[src/rtl/dsm_pkg.sv]
package dsm_pkg;

  localparam int STAGES  = 3;
  localparam int OFS_MAX = 3;

  typedef logic signed [2:0] ofs_t;

  typedef enum logic [1:0] {
    ORD_THIRD_ALT = 2'd0,
    ORD_FIRST     = 2'd1,
    ORD_SECOND    = 2'd2,
    ORD_THIRD     = 2'd3
  } order_e;

  // Second feedback tap (1-based) for maximal-length Fibonacci LFSRs.
  function automatic int lfsr_tap(input int width);
    case (width)
      23:      return 18;
      25:      return 22;
      28:      return 25;
      31:      return 28;
      default: return 18;
    endcase
  endfunction

endpackage

[src/rtl/dsm_lfsr.sv]
module dsm_lfsr #(
  parameter int W = 23
) (
  input  logic clk,
  input  logic rst_n,
  input  logic clr,
  input  logic en,
  output logic bit_o
);
  localparam int TAP = dsm_pkg::lfsr_tap(W);
  localparam logic [W-1:0] SEED = {1'b1, {(W-2){1'b0}}, 1'b1};

  logic [W-1:0] state_q;
  logic [W-1:0] state_d;
  logic         fb;

  always_comb begin
    fb      = state_q[W-1] ^ state_q[TAP-1];
    state_d = state_q;
    if (clr) begin
      state_d = SEED;
    end else if (en) begin
      state_d = {state_q[W-2:0], fb};
    end
  end

  always_ff @(posedge clk or negedge rst_n) begin
    if (!rst_n) begin
      state_q <= SEED;
    end else begin
      state_q <= state_d;
    end
  end

  assign bit_o = state_q[0];

  // the register never locks up in the all-zero state
  a_r8_lfsr_live: assert property (@(posedge clk) disable iff (!rst_n)
    state_q != '0);

  // a clear reloads the seed
  a_r1_lfsr_reseed: assert property (@(posedge clk) disable iff (!rst_n)
    clr |=> (state_q == SEED));

endmodule

[src/rtl/dsm_acc_stage.sv]
module dsm_acc_stage #(
  parameter int FW = 24
) (
  input  logic          clk,
  input  logic          rst_n,
  input  logic          clr,
  input  logic          en,
  input  logic [FW-1:0] addend,
  input  logic          cin,
  output logic [FW-1:0] resid_o,
  output logic          carry_o
);
  logic [FW-1:0] acc_q;
  logic [FW-1:0] acc_d;
  logic [FW:0]   sum;

  always_comb begin
    sum     = {1'b0, acc_q} + {1'b0, addend} + {{FW{1'b0}}, cin};
    resid_o = sum[FW-1:0];
    carry_o = sum[FW];
    acc_d   = acc_q;
    if (clr) begin
      acc_d = '0;
    end else if (en) begin
      acc_d = sum[FW-1:0];
    end
  end

  always_ff @(posedge clk or negedge rst_n) begin
    if (!rst_n) begin
      acc_q <= '0;
    end else begin
      acc_q <= acc_d;
    end
  end

  // clear leaves the accumulator empty
  a_r1_acc_cleared: assert property (@(posedge clk) disable iff (!rst_n)
    clr |=> (acc_q == '0));

  // an idle-free stage only holds its value when nothing is added
  a_r9_acc_hold: assert property (@(posedge clk) disable iff (!rst_n)
    (!clr && en && addend == '0 && !cin) |=> $stable(acc_q));

endmodule

[src/rtl/dsm_noise_comb.sv]
module dsm_noise_comb
  import dsm_pkg::*;
(
  input  logic   clk,
  input  logic   rst_n,
  input  logic   clr,
  input  logic   en,
  input  order_e order,
  input  logic   c1,
  input  logic   c2,
  input  logic   c3,
  output ofs_t   ofs_o
);
  logic p2_q, p3_q, pp3_q, debt_q;
  logic p2_d, p3_d, pp3_d, debt_d;
  logic over;
  int   raw;
  int   tot;

  // Correction from the carry pattern, then clamp with a held remainder.
  always_comb begin
    raw = int'(c1);
    if (order != ORD_FIRST) begin
      raw = raw + int'(c2) - int'(p2_q);
    end
    if (order == ORD_THIRD || order == ORD_THIRD_ALT) begin
      raw = raw + int'(c3) - 2 * int'(p3_q) + int'(pp3_q);
    end
    tot  = raw + int'(debt_q);
    over = (tot > OFS_MAX);
    if (over) begin
      ofs_o = ofs_t'(OFS_MAX);
    end else begin
      ofs_o = ofs_t'(tot);
    end
  end

  always_comb begin
    p2_d   = p2_q;
    p3_d   = p3_q;
    pp3_d  = pp3_q;
    debt_d = debt_q;
    if (clr) begin
      p2_d   = 1'b0;
      p3_d   = 1'b0;
      pp3_d  = 1'b0;
      debt_d = 1'b0;
    end else if (en) begin
      p2_d   = c2;
      p3_d   = c3;
      pp3_d  = p3_q;
      debt_d = over;
    end
  end

  always_ff @(posedge clk or negedge rst_n) begin
    if (!rst_n) begin
      p2_q   <= 1'b0;
      p3_q   <= 1'b0;
      pp3_q  <= 1'b0;
      debt_q <= 1'b0;
    end else begin
      p2_q   <= p2_d;
      p3_q   <= p3_d;
      pp3_q  <= pp3_d;
      debt_q <= debt_d;
    end
  end

  // the combined correction never drops below the window
  a_r3_low_bound: assert property (@(posedge clk) disable iff (!rst_n)
    en |-> (tot >= -OFS_MAX));

  // a held remainder is never followed by a second overflow
  a_r10_single_overflow: assert property (@(posedge clk) disable iff (!rst_n)
    (en && debt_q) |-> (tot <= OFS_MAX));

endmodule

[src/rtl/dsm_divmod.sv]
module dsm_divmod
  import dsm_pkg::*;
#(
  parameter int FW = 24,
  parameter int IW = 8,
  parameter int LW = 23
) (
  input  logic              clk,
  input  logic              rst_n,
  input  logic              sync_clr,
  input  logic [IW-1:0]     int_set,
  input  logic [FW-1:0]     frac_set,
  input  logic [1:0]        order_sel,
  input  logic              dither_en,
  output logic [IW-1:0]     div_val,
  output logic signed [2:0] div_ofs,
  output logic              div_vld
);
  localparam int EXT = IW - 3;

  logic          en;
  logic          lfsr_bit;
  logic          dith_bit;
  logic [FW-1:0] resid [STAGES];
  logic [STAGES-1:0] carry;
  ofs_t          ofs_next;
  order_e        order;

  logic [IW-1:0] div_d;
  ofs_t          ofs_d;
  logic          vld_d;

  assign en       = ~sync_clr;
  assign order    = order_e'(order_sel);
  assign dith_bit = dither_en & lfsr_bit;

  dsm_lfsr #(.W(LW)) u_lfsr (
    .clk   (clk),
    .rst_n (rst_n),
    .clr   (sync_clr),
    .en    (en),
    .bit_o (lfsr_bit)
  );

  for (genvar k = 0; k < STAGES; k++) begin : g_stage
    if (k == 0) begin : g_head
      dsm_acc_stage #(.FW(FW)) u_acc (
        .clk     (clk),
        .rst_n   (rst_n),
        .clr     (sync_clr),
        .en      (en),
        .addend  (frac_set),
        .cin     (dith_bit),
        .resid_o (resid[k]),
        .carry_o (carry[k])
      );
    end else begin : g_tail
      dsm_acc_stage #(.FW(FW)) u_acc (
        .clk     (clk),
        .rst_n   (rst_n),
        .clr     (sync_clr),
        .en      (en),
        .addend  (resid[k-1]),
        .cin     (1'b0),
        .resid_o (resid[k]),
        .carry_o (carry[k])
      );
    end
  end

  dsm_noise_comb u_comb (
    .clk   (clk),
    .rst_n (rst_n),
    .clr   (sync_clr),
    .en    (en),
    .order (order),
    .c1    (carry[0]),
    .c2    (carry[1]),
    .c3    (carry[2]),
    .ofs_o (ofs_next)
  );

  always_comb begin
    div_d = '0;
    ofs_d = '0;
    vld_d = 1'b0;
    if (en) begin
      div_d = int_set + {{EXT{ofs_next[2]}}, ofs_next};
      ofs_d = ofs_next;
      vld_d = 1'b1;
    end
  end

  always_ff @(posedge clk or negedge rst_n) begin
    if (!rst_n) begin
      div_val <= '0;
      div_ofs <= '0;
      div_vld <= 1'b0;
    end else begin
      div_val <= div_d;
      div_ofs <= ofs_d;
      div_vld <= vld_d;
    end
  end

  // a clear empties the output
  a_r1_clear_out: assert property (@(posedge clk) disable iff (!rst_n)
    sync_clr |=> (!div_vld && div_val == '0 && div_ofs == '0));

  // every active edge yields a valid word
  a_r2_valid_next: assert property (@(posedge clk) disable iff (!rst_n)
    !sync_clr |=> div_vld);

  // correction stays inside -3..+3
  a_r3_ofs_window: assert property (@(posedge clk) disable iff (!rst_n)
    div_vld |-> (div_ofs != 3'sb100));

  // output word carries the integer sampled at its own edge
  a_r3_int_track: assert property (@(posedge clk) disable iff (!rst_n)
    !sync_clr |=> ((div_val - {{EXT{div_ofs[2]}}, div_ofs}) == $past(int_set)));

endmodule

[config.mk]
export PLATFORM = sky130hd
export DESIGN_NAME = dsm_divmod
export DESIGN_NICKNAME = d
export VERILOG_FILES = /design/src/rtl/dsm_pkg.sv /design/src/rtl/dsm_lfsr.sv /design/src/rtl/dsm_acc_stage.sv /design/src/rtl/dsm_noise_comb.sv /design/src/rtl/dsm_divmod.sv
export SDC_FILE = /design/constraint.sdc
export NUM_CORES = 1
export LEC_CHECK = 0
export BUFFER_PORTS_ARGS = -buffer_cell sky130_fd_sc_hd__buf_2
export CORE_MARGIN = 2
export CORE_UTILIZATION = 56
export CTS_CLUSTER_DIAMETER = 150
export DETAILED_ROUTE_END_ITERATION = 10
export GPL_ROUTABILITY_DRIVEN = 0
export HOLD_SLACK_MARGIN = 0.05
export PLACE_DENSITY_LB_ADDON = 0.08
export SLEW_MARGIN = 20
export SYNTH_ARGS = -nofsm -noshare
export SYNTH_HDL_FRONTEND = slang
export SYNTH_SLANG_ARGS = --single-unit
[constraint.sdc]
create_clock -name clk -period 8.37 [get_ports clk]
set_input_delay 0.4185 -clock clk [delete_from_list [all_inputs] [get_ports clk]]
set_output_delay 0.4185 -clock clk [all_outputs]
set_load 0.03 [all_outputs]
# Word-level counts from Yosys, hierarchy flattened
# Cells that the tools add are included.
[totals]
ff_bits = 111
out_inout_bits = 12
[op_classes]
n_addsub = 11
muxes = 14
reduce_logical = 2
eq_ne = 2
bitwise_logic = 2
n_lt_le_gt_ge = 1
[ops]
columns = ["op", "count"]
rows = [
  ["$add A32 B2 Y32", 3],
  ["$add A24 B24 Y25", 3],
  ["$mux W24", 3],
  ["$mux W32", 2],
  ["$gt A32 B3 Y1 const B", 1],
  ["$sub A32 B2 Y32", 1],
  ["$sub A32 B3 Y32", 1],
  ["$add A25 B1 Y25", 1],
  ["$mux W23", 1],
  ["$add A8 B8 Y8", 1],
  ["$mux W8", 1],
  ["$mux W3", 2],
  ["$mux W1", 5],
  ["$add A1 B1 Y2", 1],
  ["$eq A2 B2 Y1 const B", 1],
  ["$logic_not A2 Y1", 1],
  ["$ne A2 B1 Y1 const B", 1],
  ["$and A1 B1 Y1", 1],
  ["$logic_or A1 B1 Y1", 1],
  ["$xor A1 B1 Y1", 1],
]

# Longest topological paths before layout
[depth]
word_depth = 15
ltp_mapped = 48
mapped_depth_nobuf = 48

# Hierarchy
# Synthesis repeated with hierarchy kept, for this count alone.
[unflattened]
cells_unflattened = 991
area_unflattened_um2 = 9222.6
[modules_own_cells]
columns = ["mod", "instances", "area_each_um2", "cells_each", "seq_area_each_um2"]
rows = [
  ["dsm_acc_stage (g_stage[1].g_tail.u_acc)", 1, 2577.5, 294, 600.6],
  ["dsm_acc_stage (g_stage[2].g_tail.u_acc)", 1, 2257.2, 257, 600.6],
  ["dsm_acc_stage (g_stage[0].g_head.u_acc)", 1, 2175.8, 241, 600.6],
  ["dsm_lfsr", 1, 964.7, 76, 578.1],
  ["dsm_divmod", 1, 659.4, 62, 300.3],
  ["dsm_noise_comb", 1, 588.1, 61, 100.1],
]

# Worst setup path after synthesis
# Ideal clock, no wire load.
[synth_timing]
kind = "input to register"
start = "input frac_set[0]"
end = "register div_val[6]"
arrival_time_ns = 7.972
n_path_buf = 0
required_ns = 8.242
path_slack_ns = 0.270
path_stages = 45
setup_ns = 0.128
path_cell_list = "inv_1 -> fa_1 -> inv_1 -> fa_1 -> a21oi_1 -> o21ai_1 -> and3_1 -> or2_2 -> xor2_1 -> ha_1 -> a21o_1 -> a21o_1 -> a21oi_1 -> nand4_1 -> o31ai_2 -> a21oi_1 -> nor3_1 -> nor2_1 -> (+9 left out) -> fa_1 -> ha_1 -> nor2b_1 -> or2_2 -> ha_1 -> nor2b_1 -> a211oi_1 -> a21oi_1 -> a21oi_1 -> or2_2 -> ha_1 -> inv_1 -> fa_1 -> inv_1 -> a21oi_1 -> o21ai_0 -> o22ai_1 -> mux2_1"
[synth_via]
elab_chain_len = 15
elab_cells_between_ends = 16
[synth_rtl]
columns = ["element", "line_no", "rtl"]
rows = [
  ["start, declared", "dsm_divmod.sv:12", "input logic [FW-1:0] frac_set,"],
  ["$add A24 B24 Y25 *", "dsm_acc_stage.sv:18", "sum = {1'b0, acc_q} + {1'b0, addend} + {{FW{1'b0}}, cin};"],
  ["$add A25 B1 Y25 *", "dsm_acc_stage.sv:18", ""],
  ["$add A24 B24 Y25", "dsm_acc_stage.sv:18", ""],
  ["$add A1 B1 Y2", "dsm_noise_comb.sv:24", "raw = raw + int'(c2) - int'(p2_q);"],
  ["$sub A32 B2 Y32", "dsm_noise_comb.sv:24", ""],
  ["$mux W32", "dsm_noise_comb.sv:23", "if (order != ORD_FIRST) begin"],
  ["$add A32 B2 Y32", "dsm_noise_comb.sv:27", "raw = raw + int'(c3) - 2 * int'(p3_q) + int'(pp3_q);"],
  ["$sub A32 B3 Y32", "dsm_noise_comb.sv:27", ""],
  ["$add A32 B2 Y32", "dsm_noise_comb.sv:27", ""],
  ["$mux W32 *", "dsm_noise_comb.sv:26", "if (order == ORD_THIRD || order == ORD_THIRD_ALT) begin"],
  ["$add A32 B2 Y32 *", "dsm_noise_comb.sv:29", "tot = raw + int'(debt_q);"],
  ["$gt A32 B3 Y1", "dsm_noise_comb.sv:30", "over = (tot > OFS_MAX);"],
  ["$mux W3 *", "dsm_noise_comb.sv:31", "if (over) begin"],
  ["$add A8 B8 Y8 *", "dsm_divmod.sv:88", "div_d = int_set + {{EXT{ofs_next[2]}}, ofs_next};"],
  ["$mux W8 *", "dsm_divmod.sv:87", "if (en) begin"],
  ["named net div_d[6]", "dsm_divmod.sv:29", "logic [IW-1:0] div_d;"],
  ["end signal, assigned", "dsm_divmod.sv:100", "div_val <= div_d;"],
  ["end, declared", "dsm_divmod.sv:15", "output logic [IW-1:0] div_val,"],
]
# Mark *: on every way through the listed nets, which the timed path passes. The rest lies on a longest branch.

# Worst setup path in the final report
[layout_timing]
start = "register u_lfsr.state_q[0]"
end = "register div_val[3]"
[layout_via]
elab_chain_len = 15
elab_cells_between_ends = 16
[layout_rtl]
columns = ["element", "line_no", "rtl"]
rows = [
  ["start, declared", "dsm_lfsr.sv:13", "logic [W-1:0] state_q;"],
  ["start signal, assigned", "dsm_lfsr.sv:31", "state_q <= state_d;"],
  ["$and A1 B1 Y1 *", "dsm_divmod.sv:35", "assign dith_bit = dither_en & lfsr_bit;"],
  ["$add A25 B1 Y25 *", "dsm_acc_stage.sv:18", ""],
  ["$add A24 B24 Y25", "dsm_acc_stage.sv:18", ""],
  ["$add A1 B1 Y2", "dsm_noise_comb.sv:24", ""],
  ["$sub A32 B2 Y32", "dsm_noise_comb.sv:24", ""],
  ["$mux W32", "dsm_noise_comb.sv:23", ""],
  ["$add A32 B2 Y32", "dsm_noise_comb.sv:27", ""],
  ["$sub A32 B3 Y32", "dsm_noise_comb.sv:27", ""],
  ["$add A32 B2 Y32", "dsm_noise_comb.sv:27", ""],
  ["$mux W32 *", "dsm_noise_comb.sv:26", ""],
  ["$add A32 B2 Y32 *", "dsm_noise_comb.sv:29", ""],
  ["$gt A32 B3 Y1", "dsm_noise_comb.sv:30", ""],
  ["$mux W3 *", "dsm_noise_comb.sv:31", ""],
  ["$add A8 B8 Y8 *", "dsm_divmod.sv:88", ""],
  ["$mux W8 *", "dsm_divmod.sv:87", ""],
  ["named net div_d[3]", "dsm_divmod.sv:29", ""],
]
# Marked as above.

==> results.txt <==
worst r2r dst: div_val[3]
commonest register cell after synthesis: dfrtp_1
Max FO, Critical Path: 5
DIE AREA: 14490 µm²
commonest cells after routing, fill and taps aside: dfrtp_1 (109), buf_4 (99), ha_1 (75)
via density per instance: 5.567
crit share post-route: 100.9%
Critical Path RT: 8590 ps
Core Area: 13240 µm²
DRC: 0
largest net degree at the start of global routing: 81
Worst R2R Start: u_lfsr.state_q[0]
HP Class: primary input to flip-flop
via count: 6241
crit path capture type: flip-flop
first-pass GRT wire length: 28530 µm
initial antenna violation count: 0
Final Max Slew Viols: 0
die extent in y: 120.4 µm
fillers: 979
Clock Skews: 12.64 ps
final wirelength: 18020 µm
initial core utilization: 57.26%
Die Span X: 120.4 µm
Post-Syn Area: 7582 µm²
Pre-antenna DRT Iters: 5
total track usage: 24.41%
Worst setup SP type: flip-flop
WS Path Type: flip-flop to flip-flop
I/O Buffers: 49
register bit total from synthesis: 111
Worst Hold Depth: 3
post-layout worst setup margin: -76.92 ps
pre-CTS setup slack: -658.2 ps
grt total ovfl: 0
hold path start: int_set[7]
# IOs: 50
library cells used by synthesis: 72
H-tree depth: 3
CTS tree: yes
root buf cell: clkbuf_16
RSZ-0062 raised after global routing: yes
Worst Path Arrival: 8670 ps
cell row count: 42
vias in the first global route: 6146
WL/cell: 16.07 µm
CP peak stage delay: 540 ps
Syn. warnings: 0
CP max-delay cell: dfstp_2
fin area: 9721 µm²
Seq/Total Area, Yosys: 36.67%
final hold vios: 0
failing checks: setup timing
Gate Count Post-Synth: 792
fmax: 118.4 MHz
Final setup violation count: 5
Synth async-reset ratio: 100.0%
commonest non-fill, non-tap cell in the layout: dfrtp_1
worst skew pair latency: 360 ps
Num CTS Buffers: 9
worst slew pin tran: 773.3 ps
most used cell, CP: a21oi_2
Hold EP: div_val[7]
instance area at placement: 8541 µm²
clk buf depth: 2
drt first-iter violations: 246
TritonCTS Sinks: 111
Total Nets Final: 1072
Clock transition at path regs: 80 ps
outcome: complete, but fails checks
final setup TNS: -288.5 ps
Max-Cap Viols: 0
Reg2Reg Depth: 38
hpwl dp: 11650 µm
remaining antenna violation count: 0
Max-slew headroom: 48.45%
fraction of layout cells with a size suffix above 1: 31.11%
Mapped Nets: 924
EDFF count, synth: 0
synth-to-layout area growth: 28.20%
Tmin final: 8447 ps
syn avg cell area: 9.574 µm²
n_diodes: 0
worst reg-to-reg setup slack: -80 ps
hold slack: 308.3 ps
## how the worst max path moves through the flow
stage,startpoint,to,slack (ps),cells past startpoint
floorplan,frac_set[0],div_val[6],270,45
global placement,dither_en,div_val[6],-290,46
detailed placement,dither_en,div_val[6],-660,46
CTS,u_lfsr.state_q[0],div_val[6],20,40
global route,u_lfsr.state_q[0],div_val[7],-500,41
finish,u_lfsr.state_q[0],div_val[3],-80,38
## cell families (layout without fill, tap and decap cells)
logic type	Yosys count	in the layout	share of synthesized area [%]
compound gates	194	194	17.03
xor+xnor	58	58	6.700
fa+ha+maj	95	95	16.34
buf+inv	56	209	3.185
flops	111	111	36.67
mux	10	10	1.452
simple gates	268	268	18.63
## registers in the layout (all words and copies together), names as in the netlist
signal and cells:
u_comb.debt_q 1, div_ofs 3, u_comb.p3_q 1, u_lfsr.state_q 23, u_comb.p2_q 1, div_vld 1, g_stage.g_head.u_acc.acc_q 24, u_comb.pp3_q 1
g_stage.g_tail.u_acc.acc_q 48, div_val 8
## Yosys cell counts (all sizes together), types with 10 or more instances
cell type	count	area share (%)
a21o	28	2.8
a21oi	53	3.5
and2	46	3.8
clkbuf	11	0.68
dfrtp	109	36
ha	87	14
inv	39	1.9
nand2	33	1.6
nand2b	12	0.99
nand3	10	0.66
nor2	66	3.3
nor2b	47	3.9
nor3	19	1.3
o21a	11	1.1
o21ai	35	2.4
xnor2	35	4.0
xor2	23	2.7
## metrics by stage
step / util, % / cells
6_report: 73.40 / 1121
3_5_place_dp: 64.49 / 1078
3_3_place_gp: 64.49 / 1078
2_1_floorplan: - / 792
5_1_grt: 73.40 / 1121
4_1_cts: 69.17 / 1103
## layer usage
layer	GRT usage, %	part of all wire (%)	vias up
met5	0	0	-
met4	8.430	2.6	0
met3	3.302	4.0	35
met2	39.09	47	164
met1	34.17	46	2963
li1	-	-	3079
## repair_timing
action | in CTS | in global routing
resized for setup | 51 | 85
setup endpoints to repair | 7 | 7
hold buffers | 1 | 0
endpoints found under the hold margin | 31 | 0
pin swaps | 34 | 75
gates cloned | 0 | 0
setup buffers | 8 | 19
## final cells by class
class / count / area [µm²] / area share, %
timing repair buffer: 154 / 1061 / 10.92
clock inverter: 7 / 93.84 / 0.9654
inverter: 39 / 146.4 / 1.506
clock buffer: 9 / 225.2 / 2.317
multi-input combinational: 625 / 5194 / 53.43
sequential: 111 / 2780 / 28.60
tap: 176 / 220.2 / 2.265
## critical path: cells and delay by family, from the launching register on
family                     cells  cell delay [ps]
adders and majority gates      8             2300
AOI/OAI and AO/OA             17             3530
buffers and inverters          2              240
DFF                            1              540
xor gates and xnor gates       3              580
and+or+nand+nor                8             1090
Power is not shown: default switching activity piles up to over one toggle a cycle in this logic, so the estimate is an artifact.
